## src/rtl/fpsc_pkg.sv

```systemverilog
package fpsc_pkg;

   // contiguous field of w ones starting at bit lsb
   function automatic logic [63:0] field_mask(input int lsb, input int w);
      return ((64'd1 << w) - 64'd1) << lsb;
   endfunction

   // word position of vector-control bit i (split into low and high groups)
   function automatic int vec_bit_pos(input int i, input int lo_lsb, input int lo_w,
                                      input int hi_lsb);
      return (i < lo_w) ? (lo_lsb + i) : (hi_lsb + i - lo_w);
   endfunction

endpackage

```

## src/rtl/fpsc_update.sv

```systemverilog
module fpsc_update #(
   parameter int                WORD_W  = 32,
   parameter logic [WORD_W-1:0] WR_MASK = '0
) (
   input  logic              upd_en,
   input  logic [WORD_W-1:0] cur,
   input  logic [WORD_W-1:0] mask,
   input  logic [WORD_W-1:0] flags,
   output logic [WORD_W-1:0] nxt
);

   logic [WORD_W-1:0] edited;

   always_comb begin
      edited = (cur & ~mask) ^ flags;
      nxt    = upd_en ? ((edited & WR_MASK) | (cur & ~WR_MASK)) : cur;
   end

endmodule

```

## src/rtl/fpsc_event.sv

```systemverilog
module fpsc_event #(
   parameter int EXC_N    = 5,
   parameter bit REG_TRAP = 1'b1
) (
   input  logic             clk,
   input  logic             rst_n,
   input  logic [EXC_N-1:0] exc,
   input  logic [EXC_N-1:0] trap_en,
   output logic [EXC_N-1:0] set_sticky,
   output logic             trap_req,
   output logic [EXC_N-1:0] trap_vec
);

   logic [EXC_N-1:0] hit;

   assign hit        = exc & trap_en;
   assign set_sticky = exc & ~trap_en;

   if (REG_TRAP) begin : g_reg
      logic [EXC_N-1:0] tv_q;
      always_ff @(posedge clk or negedge rst_n) begin
         if (!rst_n) tv_q <= '0;
         else        tv_q <= hit;
      end
      assign trap_vec = tv_q;
   end else begin : g_comb
      assign trap_vec = hit;
   end

   assign trap_req = |trap_vec;

endmodule

```

## src/rtl/fpsc_vec_place.sv

```systemverilog
module fpsc_vec_place #(
   parameter int WORD_W = 32,
   parameter int LO_LSB = 16,
   parameter int LO_W   = 3,
   parameter int HI_LSB = 20,
   parameter int HI_W   = 2,
   localparam int VEC_W = LO_W + HI_W
) (
   input  logic [VEC_W-1:0]  data,
   output logic [WORD_W-1:0] placed
);

   always_comb begin
      placed = '0;
      for (int i = 0; i < VEC_W; i++)
         placed[fpsc_pkg::vec_bit_pos(i, LO_LSB, LO_W, HI_LSB)] = data[i];
   end

endmodule

```

## src/rtl/fp_status_ctrl.sv

```systemverilog
module fp_status_ctrl #(
   parameter int WORD_W     = 32,
   parameter int EXC_N      = 5,
   parameter int STICKY_LSB = 0,
   parameter int TRAP_LSB   = 8,
   parameter int VEC_LO_LSB = 16,
   parameter int VEC_LO_W   = 3,
   parameter int VEC_HI_LSB = 20,
   parameter int VEC_HI_W   = 2,
   parameter int RM_LSB     = 22,
   parameter int FZ_POS     = 24,
   parameter int SAT_POS    = 27,
   parameter bit REG_TRAP   = 1'b1
) (
   input  logic                         clk,
   input  logic                         rst_n,
   input  logic                         upd_valid,
   input  logic [WORD_W-1:0]            upd_mask,
   input  logic [WORD_W-1:0]            upd_flags,
   output logic [WORD_W-1:0]            prev_word,
   input  logic                         vec_load,
   input  logic [VEC_LO_W+VEC_HI_W-1:0] vec_data,
   input  logic [EXC_N-1:0]             exc_strobe,
   input  logic                         sat_strobe,
   output logic                         trap_req,
   output logic [EXC_N-1:0]             trap_vec,
   output logic [1:0]                   round_mode,
   output logic                         flush_zero
);

   localparam logic [WORD_W-1:0] STK_M = WORD_W'(fpsc_pkg::field_mask(STICKY_LSB, EXC_N));
   localparam logic [WORD_W-1:0] TEN_M = WORD_W'(fpsc_pkg::field_mask(TRAP_LSB, EXC_N));
   localparam logic [WORD_W-1:0] RM_M  = WORD_W'(fpsc_pkg::field_mask(RM_LSB, 2));
   localparam logic [WORD_W-1:0] FZ_M  = WORD_W'(fpsc_pkg::field_mask(FZ_POS, 1));
   localparam logic [WORD_W-1:0] SAT_M = WORD_W'(fpsc_pkg::field_mask(SAT_POS, 1));
   localparam logic [WORD_W-1:0] VEC_M = WORD_W'(fpsc_pkg::field_mask(VEC_LO_LSB, VEC_LO_W))
                                       | WORD_W'(fpsc_pkg::field_mask(VEC_HI_LSB, VEC_HI_W));
   localparam logic [WORD_W-1:0] WR_M  = STK_M | TEN_M | RM_M | FZ_M | SAT_M;
   localparam logic [WORD_W-1:0] DEF_M = WR_M | VEC_M;
   localparam int FIELD_BITS = 2 * EXC_N + 2 + 1 + 1 + VEC_LO_W + VEC_HI_W;

   // elaboration-time parameter checks
   if (WORD_W > 64 || WORD_W < 8) begin : g_bad_width
      $error("fp_status_ctrl: WORD_W out of range");
   end
   if (SAT_POS >= WORD_W || FZ_POS >= WORD_W || RM_LSB + 2 > WORD_W
       || TRAP_LSB + EXC_N > WORD_W || VEC_HI_LSB + VEC_HI_W > WORD_W) begin : g_bad_fit
      $error("fp_status_ctrl: a field lies outside the word");
   end
   if ($countones(DEF_M) != FIELD_BITS) begin : g_bad_overlap
      $error("fp_status_ctrl: fields overlap");
   end

   logic [WORD_W-1:0] word_q;
   logic [WORD_W-1:0] upd_word;
   logic [WORD_W-1:0] vec_word;
   logic [WORD_W-1:0] set_word;
   logic [WORD_W-1:0] word_d;
   logic [EXC_N-1:0]  set_sticky;

   fpsc_update #(.WORD_W(WORD_W), .WR_MASK(WR_M)) u_upd (
      .upd_en (upd_valid),
      .cur    (word_q),
      .mask   (upd_mask),
      .flags  (upd_flags),
      .nxt    (upd_word)
   );

   fpsc_vec_place #(
      .WORD_W(WORD_W), .LO_LSB(VEC_LO_LSB), .LO_W(VEC_LO_W),
      .HI_LSB(VEC_HI_LSB), .HI_W(VEC_HI_W)
   ) u_vec (
      .data   (vec_data),
      .placed (vec_word)
   );

   fpsc_event #(.EXC_N(EXC_N), .REG_TRAP(REG_TRAP)) u_evt (
      .clk        (clk),
      .rst_n      (rst_n),
      .exc        (exc_strobe),
      .trap_en    (word_q[TRAP_LSB +: EXC_N]),
      .set_sticky (set_sticky),
      .trap_req   (trap_req),
      .trap_vec   (trap_vec)
   );

   always_comb begin
      set_word = (WORD_W'(set_sticky) << STICKY_LSB) | (WORD_W'(sat_strobe) << SAT_POS);
      word_d   = vec_load ? ((upd_word & ~VEC_M) | (vec_word & VEC_M)) : upd_word;
      word_d   = (word_d | set_word) & DEF_M;
   end

   always_ff @(posedge clk or negedge rst_n) begin
      if (!rst_n) word_q <= '0;
      else        word_q <= word_d;
   end

   assign prev_word  = word_q;
   assign round_mode = word_q[RM_LSB +: 2];
   assign flush_zero = word_q[FZ_POS];

endmodule

```

## config.mk

```make
export PLATFORM = sky130hd
export DESIGN_NAME = fp_status_ctrl
export DESIGN_NICKNAME = d
export VERILOG_FILES = /design/src/rtl/fpsc_pkg.sv /design/src/rtl/fpsc_update.sv /design/src/rtl/fpsc_event.sv /design/src/rtl/fpsc_vec_place.sv /design/src/rtl/fp_status_ctrl.sv
export SDC_FILE = /design/constraint.sdc
export NUM_CORES = 1
export LEC_CHECK = 0
export ABC_AREA = 1
export BUFFER_PORTS_ARGS = -buffer_cell sky130_fd_sc_hd__buf_2
export CAP_MARGIN = 20
export CORE_MARGIN = 2
export CORE_UTILIZATION = 41
export CTS_BUF_LIST = sky130_fd_sc_hd__clkbuf_2
export DETAILED_ROUTE_END_ITERATION = 10
export PLACE_DENSITY_LB_ADDON = 0.1
export SETUP_SLACK_MARGIN = 0.02
export SYNTH_ARGS = -nofsm -noshare
export SYNTH_HDL_FRONTEND = slang
export SYNTH_SLANG_ARGS = --single-unit
```

## constraint.sdc

```tcl
create_clock -name clk -period 1 [get_ports clk]
set_input_delay 0.1 -clock clk [delete_from_list [all_inputs] [get_ports clk]]
set_output_delay 0.1 -clock clk [all_outputs]
set_load 0.005 [all_outputs]
```

==> After elaboration in Yosys (flattened, before gate mapping) <==
Index checks and enable logic that the tools add are counted.
{ "word_totals": {"register_bits": 24, "inputBits": 79, "output_inout_bits": 41, "wordCells": 15} }
{ "classes": {"muxes": 2, "bitwise_logic": 10, "reduce_logical": 1} }
{ "op_table": {"columns": ["cell", "count"], "rows": [
  ["2-to-1 mux 28 bit", 2],
  ["bitwise OR 28 x 22 -> 28 bit", 2],
  ["bitwise AND 28 bit", 1],
  ["inverter 28 bit", 1],
  ["bitwise OR 28 bit", 1],
  ["bitwise OR 5 x 28 -> 28 bit", 1],
  ["XOR 28 bit", 1],
  ["bitwise AND 5 bit", 2],
  ["inverter 5 bit", 1],
  ["OR reduction 5 bit", 1]
]} }

==> Logic depth before layout (Yosys ltp) <==
{ "depth": {"ltp_word": 8, "depth_mapped": 7, "depth_no_buf": 5} }

==> Cells and area by module <==
A second synthesis with hierarchy kept.
{ "hier_totals": {"hier_cells": 255, "hier_area_um2": 1813.0} }
{ "by_module_without_submodules": {"columns": ["module", "n_inst", "cells_each", "area_per_inst_um2", "seq_area_each_um2"], "rows": [
  ["fp_status_ctrl", 1, 58, 696.9, 475.5],
  ["fpsc_update", 1, 135, 655.6, 0.0],
  ["fpsc_vec_place", 1, 33, 244.0, 0.0],
  ["fpsc_event", 1, 29, 216.5, 125.1]
]} }

==> Worst setup path before layout <==
Ideal clock, no wire load.
{ "synth_timing": {"path_kind": "register -> output", "startpoint": "reg u_evt.g_reg.tv_q[3], in the netlist u_evt.trap_vec[3]", "endpoint": "out trap_req", "t_arrival_ns": 0.616, "t_required_ns": 0.900, "setup_slack_ns": 0.284, "path_stages_with_launch": 3, "path_buffers": 0, "path_cell_list": "dfrtp_1 > nor3_1 > nand2_1"} }
{ "synth_between": {"elab_chain_len": 1} }
{ "synth_rtl": {"columns": ["item", "line_no", "text"], "rows": [
  ["start: declaration", "fpsc_event.sv:20", "logic [EXC_N-1:0] tv_q;"],
  ["start signal: assignment", "fpsc_event.sv:23", "else tv_q <= hit;"],
  ["OR reduction 5 bit", "fpsc_event.sv:30", "assign trap_req = |trap_vec;"],
  ["end: declaration", "fp_status_ctrl.sv:25", "output logic trap_req,"]
]} }
No other way between the ends.

==> Worst setup path in the final report <==
Same ends and word-level chain as after synthesis.

==> metrics.cfg <==
[synth]
synth_top_area_share_pct=44.9
synth-seq-area-share_pct=44.9
yosysWarnings=0
synth_seq_cells=24
synth.distinct_cells=15
synth_top_cell_by_area=dfrtp_1
syn_inst=183
synthTopCellsByArea=dfrtp_1 (45%), nand2_1 (23%), buf_4 (9.0%)
netlist_area_um2=1340
syn-mean-instance-area_um2=7.32

[global_routing]
antenna_found_initial=0
grt_max_degree=38
grt_first_pass_wirelength_mm=4.06
grt_pass1_vias=1046
track_usage_pct=14.5
grt_overflow=0

[die]
design.core.area_um2=3080
die_area_um2=3740
io_pins=120
die_y_um=61.1
initial_utilization_pct=43.5
die_w_um=61.1
rows=20

[worst_setup_path]
arrival_ns=1.12
crit_chain=nor3_2, nand2_1, buf_2
critPathLaunchType=register
cpMaxStageDelayCell=dfrtp_1
reg2reg_from=prev_word[1]
r2r-end=prev_word[1]
worst-r2r-setup-slack_ns=0.10
crit_type=reg2out
worst_r2r_path_depth=4
slowest_delay_ns=0.43
worstPathRequired_ns=0.90
endpoint_kind=output port
cp_max_fo=2

[timing]
worst_clock_skew_ns=0.00223
slew_viol_final=0
tns_ns=-0.223
period_share_pct=122
setup_violations=1
max_freq_mhz=818
hold_viol=0
min_period_ns=1.22
fin_ws_ns=-0.223
rsz0062_at_grt=yes

[detailed_routing]
viasPerCell=4.19
route.vias.total=1352
drt-total-wl_mm=2.88
drc=0
routed-wl-met2_mm=1.38
route.met3.wl_um=215
top_layer_used=met4
drt_first_pass_iters=4
wl_met1_mm=1.27
drt_iter0_markers=25
wl_per_cell_um=8.91
drtAntennaViolNets=0

[worst_hold_path]
hold_path.class=in2reg
hold_path_end=prev_word[24]
worstHoldStart=upd_flags[24]
whs_path_depth=4

[final_layout]
n_antenna_cell=0
layout-drive-gt1-share_pct=33.3
final_nets=360
area.growth.synth_to_final_pct=43.7
fin_area_um2=1920
fin_util_pct=62.5

[clock_tree]
clock-sinks=24
clock_latency_ns=0.31
root_buffer=clkbuf_2
cts_buffer_depth=2
cts-htree-levels=1
cts_tree=yes
numCtsBuffers=3
clkTransAtPathRegs_ns=0.20

[placement]
placed_cell_area_um2=1640
dpl.hpwl_mm=1.89
io_buffer_count=70
globalplace.congestion=0.640
post-place-ws_ns=0.0960

[flow_run]
max_cap_viol_count=0

[pwr]
power.leakage_nw=1.21
irDropWorstVdd_v=0.000621
power.density_nw_per_um2=1200

[run_status]
outcome=complete, but fails checks
violations=setup timing

## through the flow
stage	hold slack [ns]	total power, mW	std cells
after CTS	0.0155	2.29	317
after global routing	0.00724	2.50	323
after floorplan	-0.196	1.56	195
after detailed placement	0.101	1.79	290
final	0.0403	2.30	323
after global placement	0.0973	1.78	290
## cell usage after synthesis, drive strengths merged
cell type and count:
nor2 1, dfrtp 24, buf 20, inv 29, clkbuf 1, nor3 1, conb 1, nand3 9
nand4 9, nand2 82, o21ai 5, nand3b 1
## metal layers
layer | up-vias | GRT usage (%)
li1 | 719 | -
met1 | 578 | 18.4
met2 | 53 | 24.6
met3 | 2 | 2.73
met4 | 0 | 5.59
met5 | - | 0
## sequential cells by signal, summed over array words and instances (netlist names)
register,count
prev_word,19
u_evt.trap_vec,5
## kinds of logic (layout without fill, tap and decap cells)
group | Yosys count | count (layout) | share of synthesized area [%]
and+or+nand+nor | 103 | 103 | 32.0
buffers and inverters | 50 | 134 | 21.0
DFF | 24 | 24 | 44.9
AOI/OAI and AO/OA | 5 | 5 | 1.87
other | 1 | 13 | 0.280
## layout make-up
| type | count | area [µm²] |
|---|---|---|
| Fill cell | 296 | 1150 |
| Timing Repair Buffer | 102 | 638 |
| Sequential cell | 24 | 601 |
| Multi-Input combinational cell | 121 | 507 |
| Inverter | 29 | 109 |
| Tap cell | 44 | 55.1 |
| Clock buffer | 3 | 15.0 |
## what timing repair did
action	in CTS	in global routing
endpoints found under the hold margin	39	2
pin swaps	1	2
endpoints found under the setup margin	21	28
hold buffers	12	2
gates resized for setup	1	0
setup buffers	12	4
## report_power, final
part / switching [mW] / internal [mW]
sequential: 0.0672 / 1.09
clock: 0.259 / 0.0818
combinational: 0.365 / 0.436
total: 0.692 / 1.61
## critical path: cells and delay by family (launching register included)
kind / cells / cell delay, ns
flip-flops: 1 / 0.43
AND/OR/NAND/NOR: 2 / 0.26
buffers and inverters: 1 / 0.12
## cells in the final DEF (no fill, tap or decap), drive strengths merged
cell / synthesis / final
dfrtp: 24 / 24
nand3b: 1 / 1
clkbuf: 1 / 3
nand2: 82 / 82
nor2: 1 / 1
nand4: 9 / 9
nand3: 9 / 9
o21ai: 5 / 5
inv: 29 / 29
buf: 20 / 88
conb: 1 / 13
nor3: 1 / 1
dlygate4sd3: 0 / 14
## worst max path at each step
stage | startpoint | end | slack [ns] | depth (start not counted)
2_1_floorplan | u_evt.trap_vec[3] | trap_req | 0.28 | 2
6_report | u_evt.trap_vec[3] | trap_req | -0.22 | 3
3_3_place_gp | u_evt.trap_vec[3] | trap_req | 0.09 | 3
5_1_grt | u_evt.trap_vec[3] | trap_req | -0.33 | 3
4_1_cts | u_evt.trap_vec[4] | trap_req | -0.24 | 3
3_5_place_dp | u_evt.trap_vec[3] | trap_req | 0.1 | 3
Power figures use the tool's default switching activity.
